**config.mk**
```make
export PLATFORM = sky130hd
export DESIGN_NAME = lock_guard_top
export DESIGN_NICKNAME = d
export VERILOG_FILES = /design/src/rtl/lock_guard_pkg.sv /design/src/rtl/key_lock_seq.sv /design/src/rtl/guarded_fields.sv /design/src/rtl/lock_guard_top.sv
export SDC_FILE = /design/constraint.sdc
export NUM_CORES = 1
export LEC_CHECK = 0
export ABC_AREA = 1
export BUFFER_PORTS_ARGS = -buffer_cell sky130_fd_sc_hd__buf_2
export CAP_MARGIN = 20
export CORE_UTILIZATION = 53
export DETAILED_ROUTE_END_ITERATION = 7
export PLACE_DENSITY_LB_ADDON = 0.05
export SKIP_LAST_GASP = 1
export SYNTH_ARGS = -nofsm -noshare
export SYNTH_HDL_FRONTEND = slang
export SYNTH_SLANG_ARGS = --single-unit
```
**constraint.sdc**
```tcl
create_clock -name clk -period 2.7 [get_ports clk]
set_input_delay 0.135 -clock clk [delete_from_list [all_inputs] [get_ports clk]]
set_output_delay 0.135 -clock clk [all_outputs]
set_load 0.02 [all_outputs]
```
**src/rtl/lock_guard_pkg.sv**
```systemverilog
package lock_guard_pkg;

    localparam int NUM_CH = 2;
    localparam int WORD_W = 32;

    typedef logic [WORD_W-1:0] word_t;

    // Per-channel unlock sequencer state
    typedef enum logic [1:0] {
        KS_LOCKED = 2'd0,
        KS_HALF   = 2'd1,
        KS_OPEN   = 2'd2,
        KS_FAULT  = 2'd3
    } key_state_e;

    // Channel 0: main control, channel 1: option control
    function automatic word_t key_first(input int ch);
        return (ch == 0) ? 32'h4567_0123 : 32'h0819_2A3B;
    endfunction

    function automatic word_t key_second(input int ch);
        return (ch == 0) ? 32'hCDEF_89AB : 32'h4C5D_6E7F;
    endfunction

    function automatic int key_offset(input int ch);
        return (ch == 0) ? 32'h04 : 32'h08;
    endfunction

    function automatic int ctrl_offset(input int ch);
        return (ch == 0) ? 32'h0C : 32'h18;
    endfunction

endpackage

```
**src/rtl/key_lock_seq.sv**
```systemverilog
module key_lock_seq
    import lock_guard_pkg::*;
#(
    parameter word_t KEY_A = 32'h0,
    parameter word_t KEY_B = 32'h0
) (
    input  logic  clk,
    input  logic  rst,
    input  logic  key_wr,
    input  word_t key_data,
    input  logic  relock,
    output logic  locked
);

    key_state_e state_q, state_d;

    always_comb begin
        state_d = state_q;
        unique case (state_q)
            KS_LOCKED: if (key_wr) state_d = (key_data == KEY_A) ? KS_HALF : KS_FAULT;
            KS_HALF: begin
                if (key_wr)      state_d = (key_data == KEY_B) ? KS_OPEN : KS_FAULT;
                else if (relock) state_d = KS_LOCKED;
            end
            KS_OPEN: begin
                if (key_wr)      state_d = KS_FAULT;
                else if (relock) state_d = KS_LOCKED;
            end
            KS_FAULT: state_d = KS_FAULT;
            default:  state_d = KS_FAULT;
        endcase
    end

    always_ff @(posedge clk) begin
        if (rst) state_q <= KS_LOCKED;
        else     state_q <= state_d;
    end

    assign locked = (state_q != KS_OPEN);

endmodule

```
**src/rtl/guarded_fields.sv**
```systemverilog
module guarded_fields #(
    parameter int FW = 31
) (
    input  logic          clk,
    input  logic          rst,
    input  logic          wr,
    input  logic          locked,
    input  logic [FW-1:0] wdata,
    output logic [FW-1:0] fields
);

    always_ff @(posedge clk) begin
        if (rst)               fields <= '0;
        else if (wr && !locked) fields <= wdata;
    end

endmodule

```
**src/rtl/lock_guard_top.sv**
```systemverilog
module lock_guard_top
    import lock_guard_pkg::*;
#(
    parameter int ADDR_W = 8,
    parameter int CTRL_W = 32
) (
    input  logic              clk,
    input  logic              rst,
    input  logic              wr_en,
    input  logic [ADDR_W-1:0] wr_addr,
    input  logic [WORD_W-1:0] wr_data,
    input  logic [ADDR_W-1:0] rd_addr,
    output logic [WORD_W-1:0] rd_data,
    output logic [CTRL_W-2:0] main_fields,
    output logic [CTRL_W-2:0] opt_fields
);

    localparam int FW = CTRL_W - 1;

    logic [NUM_CH-1:0] lock_vec;
    logic [FW-1:0]     fields [NUM_CH];

    for (genvar ch = 0; ch < NUM_CH; ch++) begin : gen_chan
        logic key_hit;
        logic ctrl_hit;

        assign key_hit  = wr_en && (wr_addr == ADDR_W'(key_offset(ch)));
        assign ctrl_hit = wr_en && (wr_addr == ADDR_W'(ctrl_offset(ch)));

        key_lock_seq #(
            .KEY_A(key_first(ch)),
            .KEY_B(key_second(ch))
        ) u_seq (
            .clk     (clk),
            .rst     (rst),
            .key_wr  (key_hit),
            .key_data(wr_data),
            .relock  (ctrl_hit && wr_data[0]),
            .locked  (lock_vec[ch])
        );

        guarded_fields #(.FW(FW)) u_fields (
            .clk   (clk),
            .rst   (rst),
            .wr    (ctrl_hit),
            .locked(lock_vec[ch]),
            .wdata (wr_data[CTRL_W-1:1]),
            .fields(fields[ch])
        );
    end

    // Key registers fall through to the zero default
    always_comb begin
        rd_data = '0;
        for (int ch = 0; ch < NUM_CH; ch++) begin
            if (rd_addr == ADDR_W'(ctrl_offset(ch)))
                rd_data = WORD_W'({fields[ch], lock_vec[ch]});
        end
    end

    assign main_fields = fields[0];
    assign opt_fields  = fields[1];

endmodule

```
==> results of run 1 <==
-- cell families after synthesis --
group	count (synthesis)	share of synthesized area
flops	66	0.3639
buf+inv	121	0.1516
simple gates	154	0.1909
compound gates	165	0.2936
-- state kept, by name, indices dropped and copies added, names as in the netlist --
signal,cells
gen_chan.u_seq.state_q,4
gen_chan.u_fields.fields,62
-- through the flow --
stage                     total power [uW]    util  hold WS (ns)
final                                 2000  0.6910        0.1052
after global routing                  2078  0.6910        0.1165
after CTS                             2014  0.6910       0.09583
after detailed placement              1196  0.6613        0.4544
after global placement                1191  0.6613        0.4473
after floorplan                       1109       -        0.3084
-- worst max path at each step --
stage / from / end / slack, ns / cells past startpoint
6_report: rd_addr[7] / rd_data[2] / 0.80 / 7
5_1_grt: rd_addr[7] / rd_data[23] / 0.58 / 7
4_1_cts: rd_addr[7] / rd_data[15] / 0.77 / 7
3_5_place_dp: rd_addr[7] / rd_data[15] / 0.77 / 7
3_3_place_gp: rd_addr[7] / rd_data[14] / 0.81 / 7
2_1_floorplan: rd_addr[7] / rd_data[0] / 1.54 / 4
-- cells in the mapped netlist, drive strengths merged --
cell type   n
nand2      55
nand3      25
buf        17
nor3b       1
o22ai      23
a21oi      67
inv        98
dfxtp      66
nor2       66
nor4        1
nor3        1
o21ai      75
nand4       3
clkbuf      6
and3        1
nand3b      1
-- power groups by stage --
| stage | Combinational (uW) | Clock [uW] | Sequential, uW |
|---|---|---|---|
| 2_1_floorplan | 104 | 0 | 1010 |
| 6_report | 192 | 825 | 984 |
| 5_1_grt | 217 | 876 | 985 |
| 3_3_place_gp | 184 | 0 | 1010 |
| 3_5_place_dp | 189 | 0 | 1010 |
| 4_1_cts | 190 | 840 | 984 |
-- layout make-up --
type                    instances  area, um2  area share
clock buffers                  10      137.6     0.03067
clock inverters                 5      55.05     0.01227
inverters                      98      367.9     0.08196
multi-input cells             319       1759      0.3920
flip-flops and latches         66       1321      0.2944
well taps                      77      96.34     0.02147
repair buffers                148      750.7      0.1673
-- worst register-to-register path, stage by stage, from the launching register on --
cell     delay [ns]
dfxtp_1        0.38
inv_1          0.10
nor2_4         0.12
nand3_4        0.50
buf_4          0.42
o21ai_1        0.18
a21oi_2        0.04
-- layout by cell type, fill, tap and decap left out, types with 3 or more instances in the layout --
master and instances:
o22ai_2 20, dfxtp_1 66, nand2_1 55, a21oi_1 44, inv_1 94, inv_2 4
o21ai_0 8, nor2_4 4, buf_4 4, nand3_1 23, nor2_2 3, nor2_1 59
o22ai_1 3, o21ai_1 67, clkbuf_8 10, nand4_1 3, buf_2 144, a21oi_2 23
-- metal layers --
metal | up-vias | wire [um] | global-route usage
met1 | 1691 | 4334 | 0.3490
met2 | 117 | 4538 | 0.4420
met5 | - | 0 | 0
li1 | 1918 | - | -
met3 | 2 | 562 | 0.05211
met4 | 0 | 42 | 0.08475
==> impl_results.md, run 1 <==
- Worst hold-check path type: primary input to flop
- Post-route clock period utilization: 0.7044
- Worst stage delay on the critical path: 0.48 ns
- Leak pwr: 0.001959 uW
- CTS Root Cell: clkbuf_8
- Worst slew margin: 0.3866
- Dpl ws: 0.7725 ns
- GRT Util Overall: 0.2662
- Crit path time final: 1.902 ns
- Final Max Tran Viols: 0
- Top delay family on crit path: simple AND/OR/NAND/NOR gates
- Setup crit end kind: output port
- Failing checks: design-rule violations
- Internal: 1489 uW
- Psw: just over 500 uW
- Clock share of power: 0.412
- Syn-to-layout area delta: 23.60%
- Worst Hold Launch: wr_data[8]
- Yosys reg bits: between 60 and 70
- Sw Ratio: 0.2556
- Syn Inst Count: 506
- Post-route ant nets: 0
- Final WL: between 9 and 10 mm
- Worst path slowest cell: nand2_1
- Top cell type's share of synthesized area: 0.3639
- Synth Area per Inst: between 7 and 8 um2
- Setup_tns: 0 ns
- Largest net degree at the start of global routing: 65
- Ports: 145
- HPWL after detailed placement: a little under 7 mm
- CTS Buf Count: 9
- Initial antenna violation count: 0
- Status: complete, but fails checks
- Port bufs: approximately 140
- Worst-skew pair later-pin latency: roughly 0.34 ns
- CP Class: primary input to output port
- Area post-placement: 4295 um2
- R2r startpoint: gen_chan[0].u_seq.state_q[1]
- Hold EP: gen_chan[1].u_fields.fields[7]
- Die height: 84.77 um
- Arr. time, crit path: 1.77 ns
- Pre-antenna DRT Iters: 8
- Placed cells: 708
- Avg Vias per Cell: 5.156
- Starting Density: 0.5590
- Finished Cell Area: 4488 um2
- RR Endpoint: gen_chan[0].u_fields.fields[11]
- Endpoints failing setup: 0
- CP Max Fanout: 13
- Syn. warnings: 0
- VDD IR max: 0.0002572 V
- Wirelength per Cell: 13.11 um
- R2R setup slack: ~0.86 ns
- Worst-case clock buffer depth: 2
- Mapped Area: 3631 um2
- Post-cts sizing count: 0
- Worst-path cell chain: buf_2 -> nor4_1 -> nand2_1 -> inv_2 -> nand3_1 -> o21ai_1 -> buf_2
- # H-tree levels: 3
- Die area: 7186 um2
- Final GP Congestion: 0.8090
- Sequential share of the synthesized area: 0.3639
- Fillers: 576
- Synthesized Nets: 557
- Max Cap Viol: 0
- 1st-iter DRT viols: 220
- Reg2Reg Depth: 6
- Combinational Power Share: 0.096
- Die Wd: 84.77 um
- Ant. Diodes: 0
- Skew final: 0.01055 ns
- Fin nets: 693
- Num rows: 29
- WP data required: ~2.6 ns
- Synth cell types: 24
- Cts-stage hold buffer count: 0
- Most common cell on crit path: buf_2
- Via count: 3728
- Pwr/cell area: 445.7 nW/um2
- Critical Path Start Type: primary input
- Cell taking the most area after synthesis: dfxtp_1
- Clock transition at the registers of the reported paths: 0.07 ns
- RSZ-0062 raised after global routing: false
- Final hold vios: 0
- Buffer and inverter count on the worst path: 3
- Worst-margin pin slew: 0.9188 ns
- Flop pwr share: 0.492
- Fmax: ~530 MHz
- CTS tree: done
- Clock sink count: 66
- Layout Cells excl Fill: just over 700
- First-pass GRT wire length: 15.40 mm
- Post-CTS setup buffer count: 0
- Fraction of layout cells with a size suffix above 1: 0.3390
- Hold Path Depth: 3
- Total grt overflow: 0
- Final setup margin: 0.7982 ns
- Core area: ~6500 um2
- Largest cells by area after synthesis: dfxtp_1 36%, inv_1 9.7%, o21ai_1 9.2%
- Drc violations: 12
- Number of global-route vias before repair: 3291
(Power assumes the default switching activity.)
==> run 2: changes to the inputs <==
- CORE_UTILIZATION: 53 -> 44
- clock period: 2.7 -> 1.7 ns (I/O delays scaled with it)
==> run 2 against run 1 <==
Against the previous run: the flow now finishes without violations; largest cell class unchanged; core utilization is 11 points lower; sequential share of layout area shrank 0.36 points; flip-flop and latch count stayed put; cell count grew 3.9%.
==> impl_results.md, run 2 (synthesized netlist as in run 1, its figures left out) <==
- Status: complete, no violations
- Clock sink count: 66 (unchanged)
- Pre-antenna DRT Iters: 4 (-4)
- Max Cap Viol: 0 (unchanged)
- Post-route clock period utilization: 0.8031
- Number of global-route vias before repair: 3279 (-0.36%)
- Buffer and inverter count on the worst path: 2 (-1)
- Ports: 145 (unchanged)
- Setup crit end kind: output port
- Fmax: 732.5 MHz
- Post-cts sizing count: 0 (unchanged)
- Post-route ant nets: 0 (unchanged)
- Final WL: 9.949 mm (+5.0%)
- CP Max Fanout: 4 (-9)
- RSZ-0062 raised after global routing: false
- Worst setup path start: gen_chan[1].u_seq.state_q[1]
- Worst-case clock buffer depth: 2 (unchanged)
- Hold Path Depth: 3 (unchanged)
- Clock transition at the registers of the reported paths: 0.08 ns (about the same)
- CTS Buf Count: 9 (unchanged)
- CP Class: flop to output port
- Dpl ws: 0.3478 ns (-0.4247 ns)
- Cts-stage hold buffer count: 0 (unchanged)
- First-pass GRT wire length: 15.75 mm (+2.2%)
- Worst path slowest cell: dfxtp_1
- Number of flip-flops in the largest register: 62 (unchanged)
- Skew final: 0.006748 ns (-0.003806 ns)
- Drc violations: 0 (-12)
- Fraction of layout cells with a size suffix above 1: 0.3405 (+0.001515)
- Post-CTS setup buffer count: 0 (unchanged)
- GRT Util Overall: 0.2318 (-0.03430)
- CTS tree: done
- Commonest non-fill, non-tap cells in the layout: 144 x buf_2, 94 x inv_1, 67 x o21ai_1
- Die area: 8619 um2 (+20%)
- Worst slew margin: 0.6965 (+0.3100)
- Top flop regs: gen_chan.u_fields.fields x62, gen_chan.u_seq.state_q x4
- # H-tree levels: 3 (unchanged)
- Critical Path Start Type: flop
- R2R setup slack: 0.39 ns (-0.47 ns)
- Die height: 92.84 um (+9.5%)
- Arr. time, crit path: 1.28 ns (-0.49 ns)
- Worst-skew pair later-pin latency: 0.33 ns (about the same)
- Final GP Congestion: 0.8287 (+2.4%)
- Largest net degree at the start of global routing: 63 (-3.1%)
- RR Endpoint: gen_chan[0].u_fields.fields[24]
- Starting Density: 0.4627 (-0.09635)
- Avg Vias per Cell: 4.879 (-5.4%)
- CTS Root Cell: clkbuf_8
- Via count: 3664 (-1.7%)
- Fin Hold WS: 0.07161 ns (-0.03359 ns)
- Total grt overflow: 0 (unchanged)
- Hold EP: gen_chan[0].u_fields.fields[8]
- Fillers: 822 (+43%)
- Port bufs: 144 (unchanged)
- Final hold vios: 0 (unchanged)
- Post-Route Utilization: 0.5791 (-0.1119)
- Fin nets: 696 (+0.43%)
- Worst Hold Launch: wr_data[9]
- 1st-iter DRT viols: 111 (-50%)
- Reg2Reg Depth: 6 (unchanged)
- Commonest non-fill, non-tap cell in the layout: buf_2
- Worst stage delay on the critical path: 0.37 ns (-0.11 ns)
- Final Max Tran Viols: 0 (unchanged)
- Worst-margin pin slew: 0.4552 ns (-0.4636 ns)
- Final setup margin: 0.3347 ns (-0.4635 ns)
- Leak pwr: 0.001981 uW (+1.1%)
- Setup_tns: 0 ns (unchanged)
- Worst hold-check path type: primary input to flop
- Worst-path cell chain: inv_1 -> nor2_2 -> o22ai_1 -> buf_2
- Die Wd: 92.84 um (+9.5%)
- HPWL after detailed placement: 7.357 mm (+7.9%)
- Crit path time final: 1.365 ns
- Endpoints failing setup: 0 (unchanged)
- Initial antenna violation count: 0 (unchanged)
- R2r startpoint: gen_chan[0].u_seq.state_q[1]
- Ant. Diodes: 0 (unchanged)
- WP data required: 1.62 ns (-0.95 ns)
- Top reg by flops: gen_chan.u_fields.fields
- Num rows: 32 (+10%)
- Top delay family on crit path: flip-flops
- VDD IR max: 0.0003791 V (+47%)
- Pwr/cell area: 673.2 nW/um2 (+51%)
- Core area: 7848 um2 (+21%)
- Wirelength per Cell: 13.25 um (+1.1%)
- Syn-to-layout area delta: 25.16%
==> run 2: worst max path at each step <==
stage / slack (ns) / depth (start not counted) / to
detailed placement: 0.35 / 6 / rd_data[31]
global route: 0.23 / 4 / rd_data[0]
global placement: 0.36 / 6 / rd_data[1]
floorplan: 0.60 / 6 / gen_chan[1].u_fields.fields[18]
finish: 0.33 / 4 / rd_data[0]
CTS: 0.33 / 4 / rd_data[0]
==> run 2: final cells by class <==
class / count / area [um2] / share of cell area
Inverter: 98 / 367.9 / 0.08095
Tap cell: 102 / 127.6 / 0.02808
Clock inverter: 3 / 15.01 / 0.003304
Multi-Input combinational cell: 319 / 1759 / 0.3871
Sequential cell: 66 / 1321 / 0.2907
Clock buffer: 12 / 155.1 / 0.03414
Timing Repair Buffer: 151 / 798.3 / 0.1757
==> run 2: metal layers <==
metal	track usage	routed length, um
met1	0.3048	4802
met5	0	0
met4	0.05256	56
met2	0.3848	4632
met3	0.05255	458
==> run 2: tightest hold or removal path: cells and delay by family <==
| family | cells | cell delay, ns |
|---|---|---|
| buf+inv | 1 | 0.11 |
| compound gates | 2 | 0.18 |
==> run 2: metrics by stage <==
step                      instance area (um2)  total power, uW  instances
after global placement                   4374             1901        736
after detailed placement                 4374             1906        736
final                                    4544             3059        751
after floorplan                          3631             1762        506
after CTS                                4544             3085        751
after global routing                     4544             3202        751
==> run 2: power by group <==
group	switching, uW	leakage (uW)	internal [uW]
combinational	199	0.00136	111
sequential	9.25	0.000531	1550
clock	592	0.0000920	595
total	800	0.00198	2260
==> run 3: changes to the inputs <==
- clock period: 1.7 -> 1.1 ns (I/O delays scaled with it)
==> run 3 against run 2 <==
Against the previous run: the flow now finishes with violations (negative setup slack); sequential share of layout area shrank 5.1 points; register-to-register slack lost 0.54 ns; non-clock buffer count grew 30; clock skew grew 0.0017 ns; via count grew 9.2%; design area grew 24%; power grew 58%.
==> impl_results.md, run 3 (synthesized netlist as in run 1, its figures left out) <==
- Worst slew margin: 0.7322 (+0.03571)
- Total grt overflow: 0 (unchanged)
- Commonest non-fill, non-tap cells in the layout: 109 x buf_2, 91 x inv_1, 56 x nor2_1
- Leak pwr: 0.002302 uW (+16%)
- Cts-stage hold buffer count: 0 (unchanged)
- Die Wd: 92.84 um (unchanged)
- Pre-antenna DRT Iters: 5 (+1)
- Port bufs: 144 (unchanged)
- Worst path slowest cell: dfxtp_2
- Fmax: 798.6 MHz
- Die height: 92.84 um (unchanged)
- Initial antenna violation count: 0 (unchanged)
- Worst hold-check path type: primary input to flop
- CTS Root Cell: clkbuf_8
- # H-tree levels: 3 (unchanged)
- Skew final: 0.008480 ns (+0.001732 ns)
- 1st-iter DRT viols: 170 (+53%)
- Top flop regs: gen_chan.u_fields.fields x62, gen_chan.u_seq.state_q x4
- Starting Density: 0.4627 (unchanged)
- Final hold vios: 0 (unchanged)
- Max Cap Viol: 0 (unchanged)
- Worst Hold Launch: wr_data[9]
- Fillers: 664 (-19%)
- R2r startpoint: gen_chan[0].u_seq.state_q[1]
- FF/Latch Area: 1345 um2 (+1.8%)
- Final Max Tran Viols: 0 (unchanged)
- Hold Path Depth: 3 (unchanged)
- First-pass GRT wire length: 17.64 mm (+12%)
- Clock transition at the registers of the reported paths: 0.08 ns (about the same)
- CP Max Fanout: 7 (+3)
- Endpoints failing setup: 83 (+83)
- GRT Util Overall: 0.2639 (+0.03209)
- Worst stage delay on the critical path: 0.33 ns (-0.04 ns)
- CTS Buf Count: 9 (unchanged)
- Fin Hold WS: 0.01028 ns (-0.06133 ns)
- Largest net degree at the start of global routing: 65 (+3.2%)
- Post-Route Utilization: 0.7156 (+0.1365)
- Crit path time final: 1.252 ns
- Finished Cell Area: 5615 um2 (+24%)
- Worst-path cell chain: inv_2 -> nor2_4 -> nand3_4 -> buf_12 -> clkbuf_16 -> o21ai_2 -> a21oi_2
- Ports: 145 (unchanged)
- Die area: 8619 um2 (unchanged)
- Arr. time, crit path: 1.49 ns (+0.21 ns)
- Number of global-route vias before repair: 3687 (+12%)
- Fraction of layout cells with a size suffix above 1: 0.4787 (+0.1382)
- Final WL: 11.72 mm (+18%)
- Num rows: 32 (unchanged)
- Failing checks: negative setup slack
- Final setup margin: -0.1522 ns (-0.4869 ns)
- Critical Path Start Type: flop
- Multi-input gate area: 2162 um2 (+23%)
- Reg2Reg Depth: 7 (+1)
- Fin nets: 727 (+4.5%)
- HPWL after detailed placement: 7.344 mm (-0.18%)
- Post-route clock period utilization: 1.138
- Hold EP: gen_chan[0].u_fields.fields[8]
- CTS tree: done
- Area post-placement: 4532 um2 (+3.6%)
- R2R setup slack: -0.15 ns (-0.54 ns)
- Core area: 7848 um2 (unchanged)
- Syn-to-layout area delta: 54.65%
- VDD IR max: 0.0006001 V (+58%)
- Wirelength per Cell: 14.97 um (+13%)
- Worst-case clock buffer depth: 2 (unchanged)
- Post-route ant nets: 0 (unchanged)
- Top reg by flops: gen_chan.u_fields.fields
- Worst setup path start: gen_chan[0].u_seq.state_q[1]
- Setup crit end kind: flop
- Final GP Congestion: 0.8090 (-2.4%)
- CP Class: flop to flop
- Commonest non-fill, non-tap cell in the layout: buf_2
- Via count: 4000 (+9.2%)
- Ant. Diodes: 0 (unchanged)
- Clock sink count: 66 (unchanged)
- WP data required: 1.34 ns (-0.28 ns)
- RSZ-0062 raised after global routing: true
- Number of flip-flops in the largest register: 62 (unchanged)
- Avg Vias per Cell: 5.109 (+4.7%)
- Status: complete, but fails checks
- Pwr/cell area: 861.7 nW/um2 (+28%)
- Worst-margin pin slew: 0.4016 ns (-0.05357 ns)
- Worst-skew pair later-pin latency: 0.35 ns (+0.02 ns)
- Drc violations: 0 (unchanged)
- RR Endpoint: gen_chan[0].u_fields.fields[16]
run 3: cell types whose count changed in the layout (fill, tap and decap cells not counted), sizes merged:
cell      delta
buf         +29
clkinv       +2
clkinvlp     +2
inv          -1
run 3: through the flow:
stage          setup slack [ns]  std cells  power, uW  TNS [ns]
3_3_place_gp           -0.09205        752       2978    -3.339
3_5_place_dp            -0.1166        752       2990    -4.873
2_1_floorplan          0.002866        506       2723         0
5_1_grt                 -0.2102        783       5048    -12.80
6_report                -0.1522        783       4839    -6.586
4_1_cts                 -0.1351        781       4787    -6.277
run 3: worst max-delay path, delay by kind of cell (launching register included):
| kind | cells | cell delay (ns) |
|---|---|---|
| DFF | 1 | 0.33 |
| buffers and inverters | 3 | 0.39 |
| AOI/OAI and AO/OA | 2 | 0.16 |
| and+or+nand+nor | 2 | 0.26 |
run 3: cell type report:
class,instances,share of cell area
Multi-Input combinational cell,319,0.3850
Timing Repair Buffer,181,0.2547
Sequential cell,66,0.2395
Inverter,98,0.06774
Clock buffer,11,0.02340
Tap cell,102,0.02273
Clock inverter,5,0.005570
Timing Repair inverter,1,0.001337
run 3: per-layer routing:
layer / routed length [um] / global-route usage / vias to the layer above
met5: 0 / 0 / -
met4: 193 / 0.09359 / 0
met3: 610 / 0.05747 / 22
met2: 5793 / 0.4295 / 134
met1: 5122 / 0.3421 / 1844
li1: - / - / 2000
run 3: how the worst max path moves through the flow:
stage | to | slack, ns | cells past startpoint
CTS | rd_data[0] | -0.14 | 4
global route | gen_chan[0].u_fields.fields[27] | -0.21 | 7
global placement | rd_data[23] | -0.09 | 7
detailed placement | rd_data[15] | -0.12 | 7
floorplan | gen_chan[1].u_fields.fields[18] | 0.003 | 6
finish | gen_chan[0].u_fields.fields[16] | -0.15 | 7
run 3: report_power, final:
group	switching (uW)	internal (uW)	total [uW]
Sequential	10.3	2400	2410
Clock	967	811	1780
Combinational	392	255	647
Total	1370	3470	4840
run 3: repair_timing:
item | CTS | global route
pin swaps | 16 | 12
resized for setup | 127 | 65
endpoints found under the setup margin | 94 | 98
buffers inserted | 7 | 3
gates cloned | 6 | 1
